**src/rtl/gpio_irq_unit.sv**
```systemverilog
module gpio_irq_unit #(
  parameter int W = 32
) (
  input  logic         clk,
  input  logic         rst_n,
  input  logic [W-1:0] pin_in,
  input  logic         wr_en,
  input  logic [2:0]   addr,
  input  logic [W-1:0] wdata,
  output logic [W-1:0] rdata,
  output logic         irq
);
  localparam logic [2:0] SEL_MASK = 3'd0;
  localparam logic [2:0] SEL_UNMASK = 3'd1;
  localparam logic [2:0] SEL_MASKSET = 3'd2;
  localparam logic [2:0] SEL_STAT = 3'd3;
  localparam logic [2:0] SEL_TYPE = 3'd4;
  localparam logic [2:0] SEL_POL = 3'd5;
  localparam logic [2:0] SEL_ANY = 3'd6;

  logic [W-1:0] typ_q, pol_q, any_q, mask_q, stat_q, prev_q;
  logic [W-1:0] rise, fall, edge_hit, lvl_hit, hit, clr;

  assign rise     = pin_in & ~prev_q;
  assign fall     = ~pin_in & prev_q;
  assign edge_hit = (any_q & (rise | fall)) | (~any_q & ((pol_q & rise) | (~pol_q & fall)));
  assign lvl_hit  = (pol_q & pin_in) | (~pol_q & ~pin_in);
  assign hit      = (typ_q & edge_hit) | (~typ_q & lvl_hit);
  assign clr      = (wr_en && addr == SEL_STAT) ? wdata : '0;
  assign irq      = |(stat_q & ~mask_q);

  always_ff @(posedge clk or negedge rst_n) begin
    if (!rst_n) begin
      typ_q  <= '0;
      pol_q  <= '0;
      any_q  <= '0;
      mask_q <= '1;
      stat_q <= '0;
      prev_q <= '0;
    end else begin
      prev_q <= pin_in;
      stat_q <= (stat_q & ~clr) | hit;
      if (wr_en) begin
        case (addr)
          SEL_UNMASK:  mask_q <= mask_q & ~wdata;
          SEL_MASKSET: mask_q <= mask_q | wdata;
          SEL_TYPE:    typ_q  <= wdata;
          SEL_POL:     pol_q  <= wdata;
          SEL_ANY:     any_q  <= wdata;
          default: ;
        endcase
      end
    end
  end

  always_comb begin
    case (addr)
      SEL_MASK: rdata = mask_q;
      SEL_STAT: rdata = stat_q;
      SEL_TYPE: rdata = typ_q;
      SEL_POL:  rdata = pol_q;
      SEL_ANY:  rdata = any_q;
      default:  rdata = '0;
    endcase
  end
endmodule


```
**config.mk**
```make
export PLATFORM = sky130hd
export DESIGN_NAME = gpio_irq_unit
export DESIGN_NICKNAME = d
export VERILOG_FILES = /design/src/rtl/gpio_irq_unit.sv
export SDC_FILE = /design/constraint.sdc
export NUM_CORES = 1
export LEC_CHECK = 0
export BUFFER_PORTS_ARGS = -buffer_cell sky130_fd_sc_hd__buf_2
export CAP_MARGIN = 20
export CORE_UTILIZATION = 31
export CTS_CLUSTER_SIZE = 25
export DETAILED_ROUTE_END_ITERATION = 10
export GPL_TIMING_DRIVEN = 1
export MAX_ROUTING_LAYER = met4
export PLACE_DENSITY = 0.52
export SYNTH_ARGS = -nofsm -noshare
export SYNTH_HDL_FRONTEND = slang
export SYNTH_SLANG_ARGS = --single-unit
```
**constraint.sdc**
```tcl
create_clock -name clk -period 1.97 [get_ports clk]
set_input_delay 0.0985 -clock clk [delete_from_list [all_inputs] [get_ports clk]]
set_output_delay 0.0985 -clock clk [all_outputs]
set_load 0.02 [all_outputs]
```
==> results of run 1 <==
==> cell usage after synthesis, types with 31 or more instances <==
library cell	instances	area, µm²
dfrtp_1	160	4000
mux2_2	97	1090
a21oi_1	96	480
inv_1	96	360
ha_1	64	801
nand2_1	64	240
nor2_1	64	240
nor2b_1	34	213
a211oi_1	32	240
a221o_1	32	320
a221oi_1	32	280
dfstp_2	32	841
mux2i_1	32	320
xor2_1	32	280
mux2_1	31	349
==> cells by family (layout without fill, tap and decap cells) <==
group | after synthesis | in the layout
compound gates | 208 | 208
flops | 192 | 192
simple gates | 174 | 174
mux | 160 | 160
buf+inv | 142 | 334
fa+ha+maj | 64 | 64
xor+xnor | 33 | 33
other cells | 0 | 3
==> what timing repair did <==
| action | 4_1_cts | 5_1_grt |
|---|---|---|
| gates resized for setup | 3 | 3 |
| setup endpoints to repair | 1 | 1 |
| buffers inserted | 1 | 4 |
| pin swaps | 2 | 3 |
| endpoints found under the hold margin | 170 | 0 |
| hold buffers | 64 | 0 |
==> metal layers <==
layer | vias up | GRT usage
met5 | - | -
met4 | 0 | 0.0436
met3 | 22 | 0.0272
met2 | 137 | 0.279
met1 | 3907 | 0.253
li1 | 3802 | -
==> worst min-delay path by stage <==
stage | start | endpoint
detailed placement | rst_n | prev_q[24]
floorplan | rst_n | any_q[0]
CTS | wdata[27] | pol_q[27]
global route | wdata[27] | pol_q[27]
global placement | rst_n | prev_q[24]
finish | wdata[27] | pol_q[27]
==> per-stage QoR <==
step	cell area (µm²)	hold slack, ns	std cells
finish	13000	0.0169	1610
global route	13000	0.0128	1610
CTS	12900	0.00531	1603
detailed placement	11700	0.121	1507
global placement	11700	0.123	1507
floorplan	10500	-0.197	973
==> worst max-delay path, cell delays in order (launching register included) <==
cell and delay (ns):
dfstp_2 0.56, o22ai_2 0.11, nor4_2 0.28, nand4_1 0.26, buf_6 0.21
==> layout make-up <==
cell class | instances | area (µm²)
Antenna cell | 3 | 7.51
Clock buffer | 18 | 439
Clock inverter | 13 | 115
Fill cell | 3329 | 19900
Inverter | 96 | 360
Multi-Input combinational cell | 639 | 5090
Sequential cell | 192 | 4840
Tap cell | 442 | 553
Timing Repair Buffer | 207 | 1560
==> power groups by stage <==
stage,combinational (mW),sequential [mW],clock (mW)
6_report,2.29,5.27,3.37
5_1_grt,2.56,5.38,3.61
4_1_cts,2.30,5.27,3.47
3_5_place_dp,2.18,5.34,0
3_3_place_gp,2.14,5.33,0
2_1_floorplan,1.51,5.14,0
==> impl_metrics.py, run 1 <==
metrics = {
    "detailed_routing": {
        "wl_per_cell_um": 18.1,
        "dr_total_vias": 7868,
        "antenna_left": 0,
        "met2_length_mm": 13.2,
        "drt_iter0_drc": 536,
        "dr_wl_met3_um": 997,
        "met1Wirelength_mm": 14.5,
        "maxUsedRoutingLayer": "met4",
        "wl_mm": 29.1,
        "vias_per_cell": 4.89,
        "dr.pass1.iters": 5,
        "drc": 0,
    },
    "setup_path": {
        "rr_endpoint": "stat_q[7]",
        "endpoint_kind": "output port",
        "cp_max_fo": 2,
        "cp-start-kind": "flop",
        "reg2reg_from": "prev_q[7]",
        "endpoint": "irq",
        "setup.worst_path.class": "flop to output port",
        "crit_arrival_ns": 1.86,
        "cp.required_ns": 1.87,
        "ff2ff_setup_slack_ns": 0.56,
        "r2r_cells": 5,
    },
    "grt": {
        "grt_max_degree": 54,
        "grtUsageTotal": 0.182,
        "grt_pass1_wl_mm": 46.4,
        "grt_overflow_total": 0,
        "antenna_found_initial": 3,
        "grt_pass1_vias": 7948,
    },
    "sta": {
        "slew_headroom": 0.641,
        "worst_clock_skew_ns": 0.0121,
        "final.min_clock_period_ns": 1.96,
        "setup_viol": 0,
        "clock.fmax_ghz": 0.511,
        "fin_ws_ns": 0.0129,
        "fin_setup_tns_ns": 0,
        "hold_viol": 0,
        "slew_violations": 0,
        "grt_setup_unrepaired": "yes",
        "tightest_slew_ns": 0.538,
        "fin_crit_sh": 0.993,
    },
    "logic_synthesis": {
        "ys_warn_count": 0,
        "syn_inst": 973,
        "yosys_register_bits": 192,
        "synthMuxAreaShare": 0.168,
        "syn_nets": 1107,
        "synth-xor-area-share": 0.0276,
        "synth-edff-count": 0,
        "ys_seq_area_frac": 0.463,
        "synthAdderAreaFrac": 0.0765,
        "ys_types": 30,
        "synth_compound_gate_area_share": 0.136,
        "synth_area_um2": 10500,
        "syn_area_per_cell_um2": 10.8,
        "synthFlopType": "dfrtp_1",
        "yosys.area_share.simple": 0.0744,
        "async_reset_ff_frac": 1.00,
        "synth_top_family_by_area": "multiplexers",
    },
    "pwr": {
        "switchingPower_mw": 3.47,
        "seq_power_share": 0.482,
        "combPwrFrac": 0.210,
        "p_total_mw": 10.9,
        "pwr-share-clk": 0.308,
        "p_int_mw": 7.46,
        "ir_drop_mv": 0.675,
        "netSwitchingFraction": 0.318,
        "leakage_nw": 6.05,
        "cellPowerDensity_nw_per_um2": 842,
    },
    "floorplan": {
        "core_area_um2": 32900,
        "fp.dieW_um": 186,
        "io_pins": 103,
        "die_area_um2": 34500,
        "start_util": 0.318,
        "die_h_um": 186,
        "fp-row-count": 66,
    },
    "place": {
        "hpwl_mm": 20.6,
        "place_ws_ns": 0.305,
        "io_buffer_count": 102,
        "gp_congestion": 0.806,
    },
    "layout": {
        "area_growth_pct": 24.0,
        "fin_nets": 1287,
        "post-route-util": 0.395,
        "final_common_cell": "dfrtp_1",
        "final_cell_mix": "dfrtp_1 (160), buf_2 (100), mux2_2 (97)",
        "drive_gt1_frac": 0.268,
    },
    "cts": {
        "path_clk_slew_ns": 0.07,
        "cts_max_level": 4,
        "cts_max_path_buffers": 2,
        "cts_inserted_buffers": 17,
        "cts_tree": "built",
        "clkSinkCount": 192,
        "root_buffer": "clkbuf_16",
        "clkLatencyLatePin_ns": 0.44,
    },
    "outcome": {
        "outcome": "finished, final reports clean",
    },
    "flow_run": {
        "cap_violations": 0,
    },
    "worst_hold_path": {
        "hold_depth": 2,
        "hp-class": "primary input to flop",
    },
}
Note: power is estimated with default switching activity, not from simulation.
==> run 2, diff against run 1 <==
- ABC_AREA: not set -> 1
==> run 2 against run 1 <==
Effect of this change:
- cell count grew 28%
- die area grew 2.4%
- area after synthesis grew 2.4%
- sequential power shrank 6.1%
- core utilization shrank 0.64 points
- largest power group unchanged
- via count grew 20%
- register-to-register slack gained 0.28 ns
- hold slack gained 0.15 ns
==> impl_metrics.py, run 2 <==
metrics = {
    "sta": {
        "final.min_clock_period_ns": 1.87,
        "slew_headroom": 0.685,
        "setup_viol": 0,
        "slew_violations": 0,
        "fin_setup_tns_ns": 0,
        "hold_viol": 0,
        "fin_crit_sh": 0.951,
        "clock.fmax_ghz": 0.534,
        "worst_clock_skew_ns": 0.00615,
        "tightest_slew_ns": 0.470,
    },
    "detailed_routing": {
        "wl_per_cell_um": 15.0,
        "drt_iter0_drc": 489,
        "dr_total_vias": 9442,
        "antenna_left": 0,
        "dr.pass1.iters": 5,
        "vias_per_cell": 4.60,
        "wl_mm": 30.8,
        "drc": 0,
    },
    "outcome": {
        "outcome": "finished, final reports clean",
    },
    "grt": {
        "grt_max_degree": 52,
        "grtUsageTotal": 0.187,
        "grt_pass1_wl_mm": 49.9,
        "grt_overflow_total": 0,
        "grt_pass1_vias": 9295,
        "antenna_found_initial": 1,
    },
    "layout": {
        "final_cell_mix": "nand2_1 (352), inv_1 (262), o21ai_0 (186)",
        "area_growth_pct": 22.4,
        "design_area_um2": 13100,
        "post-route-util": 0.388,
        "drive_gt1_frac": 0.130,
        "register_area_um2": 4840,
        "final_common_cell": "nand2_1",
        "fill_cells": 3533,
        "fin_nets": 1725,
        "multi_input_area_um2": 4670,
    },
    "pwr": {
        "cellPowerDensity_nw_per_um2": 811,
        "p_total_mw": 10.6,
        "leakage_nw": 6.53,
        "ir_drop_mv": 0.634,
    },
    "floorplan": {
        "die_area_um2": 35300,
        "start_util": 0.317,
        "core_area_um2": 33800,
        "io_pins": 103,
        "fp-row-count": 67,
        "fp.dieW_um": 188,
        "die_h_um": 188,
    },
    "logic_synthesis": {
        "yosysTopAreaCellShare": 0.374,
        "syn_area_per_cell_um2": 7.53,
        "synthFlopType": "dfrtp_1",
        "ys_types": 24,
        "yosys_register_bits": 192,
        "synth_area_um2": 10700,
        "syn_nets": 1558,
        "synthTopCellsByCount": "nand2_1 (354), inv_1 (262), o21ai_0 (187)",
        "synth-edff-count": 0,
        "synth_area_leaders": "dfrtp_1 (37%), nand2_1 (12%), inv_1 (9.2%)",
        "async_reset_ff_frac": 1.00,
        "yosys.area.top_type": "dfrtp_1",
        "ys_seq_area_frac": 0.452,
        "ys_warn_count": 0,
        "synth_most_common_cell": "nand2_1",
        "syn_inst": 1424,
    },
    "setup_path": {
        "cp.required_ns": 1.87,
        "endpoint_kind": "output port",
        "cp_max_fo": 2,
        "ff2ff_setup_slack_ns": 0.84,
        "setup.worst_path.class": "flop to output port",
        "cp-start-kind": "flop",
        "crit_arrival_ns": 1.78,
    },
    "place": {
        "gp_congestion": 0.816,
        "hpwl_mm": 21.2,
        "io_buffer_count": 102,
        "place_area_um2": 11900,
    },
    "cts": {
        "cts_inserted_buffers": 17,
        "clkSinkCount": 192,
        "cts_max_level": 4,
        "clkLatencyLatePin_ns": 0.44,
        "cts_max_path_buffers": 2,
        "cts_tree": "built",
        "root_buffer": "clkbuf_16",
        "path_clk_slew_ns": 0.07,
        "cts_setup_buffers": 0,
    },
    "flow_run": {
        "cap_violations": 0,
    },
    "worst_hold_path": {
        "hp-class": "primary input to asynchronous set/reset pin",
    },
}
==> run 2: path summary, 6_finish.rpt <==
kind | from | to | cells after the start
worst min register to register | flop | flop | 2
max in group asynchronous | rst_n | asynchronous set/reset pin | 3
min in group clk | wr_en | flop | 6
worst min-delay path | rst_n | pol_q[3] | 2
worst max register to register | prev_q[5] | stat_q[5] | 6
worst max-delay path | flop | irq | 8
==> run 2: kinds of logic after synthesis <==
| group | synth area share |
|---|---|
| simple gates | 0.204 |
| compound gates | 0.149 |
| buf+inv | 0.114 |
| flops | 0.452 |
| fa+ha+maj | 0.0747 |
| xor+xnor | 0.00735 |
==> run 2: power by group <==
group / internal [mW] / switching [mW] / leakage, nW / total, mW
Sequential: 4.50 / 0.442 / 2.20 / 4.95
Combinational: 0.815 / 1.28 / 4.05 / 2.09
Clock: 2.00 / 1.60 / 0.280 / 3.61
Total: 7.32 / 3.32 / 6.53 / 10.6
==> run 2: worst max-delay path, stage by stage (launching register included) <==
cell     delay [ns]
dfstp_2        0.54
inv_1          0.05
nand2_1        0.06
o21ai_1        0.07
nor2_1         0.14
nand2_1        0.09
nor2_1         0.13
nand2_2        0.09
buf_4          0.17
==> run 2: layout make-up <==
class                   instances  share of cell area
flip-flops and latches        192               0.369
multi-input cells             919               0.356
repair buffers                196               0.111
inverters                     265              0.0758
well taps                     448              0.0427
clock buffers                  19              0.0330
clock inverters                13              0.0123
diodes                          1            0.000191
==> run 2: per-stage QoR <==
step                      hold WS (ns)  cells  worst slack [ns]
after global routing             0.182   2053          -0.00527
final                            0.164   2053            0.0962
after detailed placement        0.0764   1955             0.328
after CTS                        0.168   2052           0.00789
after floorplan                 -0.197   1424             0.833
after global placement          0.0783   1955             0.390
==> run 2: routing by layer <==
layer  share of wire  GRT usage  up-vias
li1                -          -     4847
met1            0.51      0.256     4395
met2            0.45      0.293      180
met3           0.034     0.0255       20
met4           0.010     0.0425        0
met5               0          -        -
==> run 2: repair_timing <==
action | CTS | global route
gates resized for setup | 0 | 7
endpoints found under the setup margin | 0 | 1
hold buffers | 65 | 0
endpoints found under the hold margin | 190 | 0
==> run 3, diff against run 2 <==
- GPL_ROUTABILITY_DRIVEN: not set -> 0
- PLACE_DENSITY: 0.52 -> 0.58
==> run 3 against run 2 <==
Effect of this change:
- critical path depth unchanged
- core utilization about the same
- die area unchanged
- wire length decreased by 2.3%
- clock power decreased by 2%
- combinational power about the same
- worst setup slack got worse by 0.022 ns
- non-clock buffer count decreased by 1
- critical path type unchanged
==> impl_metrics.py, run 3 (synthesized netlist as in run 2, its figures left out) <==
metrics = {
    "outcome": {
        "outcome": "finished, final reports clean",
    },
    "detailed_routing": {
        "antenna_left": 0,
        "drc": 0,
        "dr.pass1.iters": 5,
        "wl_per_cell_um": 14.7,
        "wl_mm": 30.1,
        "vias_per_cell": 4.58,
        "dr_total_vias": 9398,
        "drt_iter0_drc": 562,
    },
    "floorplan": {
        "start_util": 0.317,
        "fp-row-count": 67,
        "fp.dieW_um": 188,
        "core_area_um2": 33800,
        "die_h_um": 188,
        "die_area_um2": 35300,
        "io_pins": 103,
    },
    "sta": {
        "grt_setup_unrepaired": "no",
        "fin_crit_sh": 0.962,
        "final.min_clock_period_ns": 1.90,
        "clock.fmax_ghz": 0.528,
        "hold_viol": 0,
        "setup_viol": 0,
        "worst_clock_skew_ns": 0.00990,
        "tightest_slew_ns": 0.529,
        "fin_setup_tns_ns": 0,
        "slew_headroom": 0.647,
        "slew_violations": 0,
    },
    "cts": {
        "clkLatencyLatePin_ns": 0.45,
        "cts_tree": "built",
        "cts_setup_buffers": 0,
        "cts_max_path_buffers": 2,
        "path_clk_slew_ns": 0.08,
        "root_buffer": "clkbuf_16",
        "clkSinkCount": 192,
        "cts_max_level": 4,
        "cts_inserted_buffers": 17,
    },
    "setup_path": {
        "crit_path_top_delay_cell": "dfstp_2",
        "endpoint_kind": "output port",
        "cp_max_fo": 2,
        "path_cells": "inv_1 > nand2_1 > o21ai_0 > nor2_1 > nand2_1 > nor2_1 > nand2_2 > buf_6",
        "crit_arrival_ns": 1.80,
        "cp.required_ns": 1.87,
        "cp-start-kind": "flop",
        "setup.worst_path.class": "flop to output port",
        "critPathMaxStageDelay_ns": 0.54,
    },
    "pwr": {
        "cellPowerDensity_nw_per_um2": 803,
        "ir_drop_mv": 0.612,
        "p_total_mw": 10.6,
        "leakage_nw": 6.54,
    },
    "layout": {
        "drive_gt1_frac": 0.130,
        "fin_cells": 2054,
        "fin_nets": 1724,
        "fill_cells": 3504,
        "final_cell_mix": "nand2_1 (353), inv_1 (262), o21ai_0 (186)",
        "area_growth_pct": 22.5,
        "final_common_cell": "nand2_1",
        "post-route-util": 0.389,
    },
    "place": {
        "dp.cells": 1954,
        "hpwl_mm": 20.5,
        "io_buffer_count": 102,
    },
    "grt": {
        "grt_pass1_vias": 9344,
        "grtUsageTotal": 0.185,
        "grt_overflow_total": 0,
        "grt_pass1_wl_mm": 49.4,
        "grt_max_degree": 54,
        "antenna_found_initial": 3,
    },
    "worst_hold_path": {
        "hp-class": "primary input to asynchronous set/reset pin",
    },
    "flow_run": {
        "cap_violations": 0,
    },
}
-- run 3: changes by cell type in the layout (fill, tap and decap cells not counted), sizes merged --
| cell | delta |
|---|---|
| inv | +8 |
| clkinvlp | -4 |
| bufinv | -2 |
| clkbuf | -2 |
| diode | +2 |
| buf | -1 |
-- run 3: critical path: cells and delay by family, from the launching register on --
kind	cells	cell delay [ns]
AOI/OAI and AO/OA	1	0.09
buffers and inverters	2	0.19
and+or+nand+nor	5	0.53
DFF	1	0.54
-- run 3: cell type report --
cell class | count | area [µm²] | share of cell area
sequential | 192 | 4840 | 0.369
multi-input combinational | 919 | 4660 | 0.355
timing repair buffer | 195 | 1470 | 0.112
inverter | 265 | 995 | 0.0757
tap | 448 | 561 | 0.0427
clock buffer | 17 | 425 | 0.0324
clock inverter | 15 | 164 | 0.0125
antenna | 3 | 7.51 | 0.000572
-- run 3: timing repair --
item                                   in CTS  in global routing
endpoints found under the hold margin     176                  0
setup endpoints to repair                   1                  1
gates resized for setup                     5                  1
hold buffers                               65                  0
pin swaps                                   4                  3
-- run 3: stage by stage --
step / instance area [µm²] / hold slack, ns / setup WS [ns]
floorplan: 10700 / -0.197 / 0.833
global placement: 11900 / 0.118 / 0.442
detailed placement: 11900 / 0.123 / 0.441
CTS: 13100 / 0.204 / 0.0114
global route: 13100 / 0.222 / 0.0115
finish: 13100 / 0.197 / 0.0743
-- run 3: worst paths after layout --
path	startpoint	end	slack, ns	cells after the start
setup / recovery	flop	irq	0.07	8
hold / removal	rst_n	stat_q[1]	0.20	2
setup reg to reg	prev_q[31]	stat_q[31]	0.86	6
hold reg to reg	flop	flop	0.49	2
max in group asynchronous	rst_n	asynchronous set/reset pin	1.02	3
min in group clk	addr[0]	flop	0.28	5
-- run 3: where the power goes --
group | switching, mW | internal [mW]
combinational | 1.25 | 0.817
clock | 1.73 | 1.81
sequential | 0.441 | 4.50
-- run 3: layer usage --
layer  routed length (µm)  vias up  global-route usage
met4                  454        0              0.0538
li1                     -     4851                   -
met5                    0        -                   -
met1                14200     4312               0.241
met3                 1510       29              0.0316
met2                14000      206               0.293
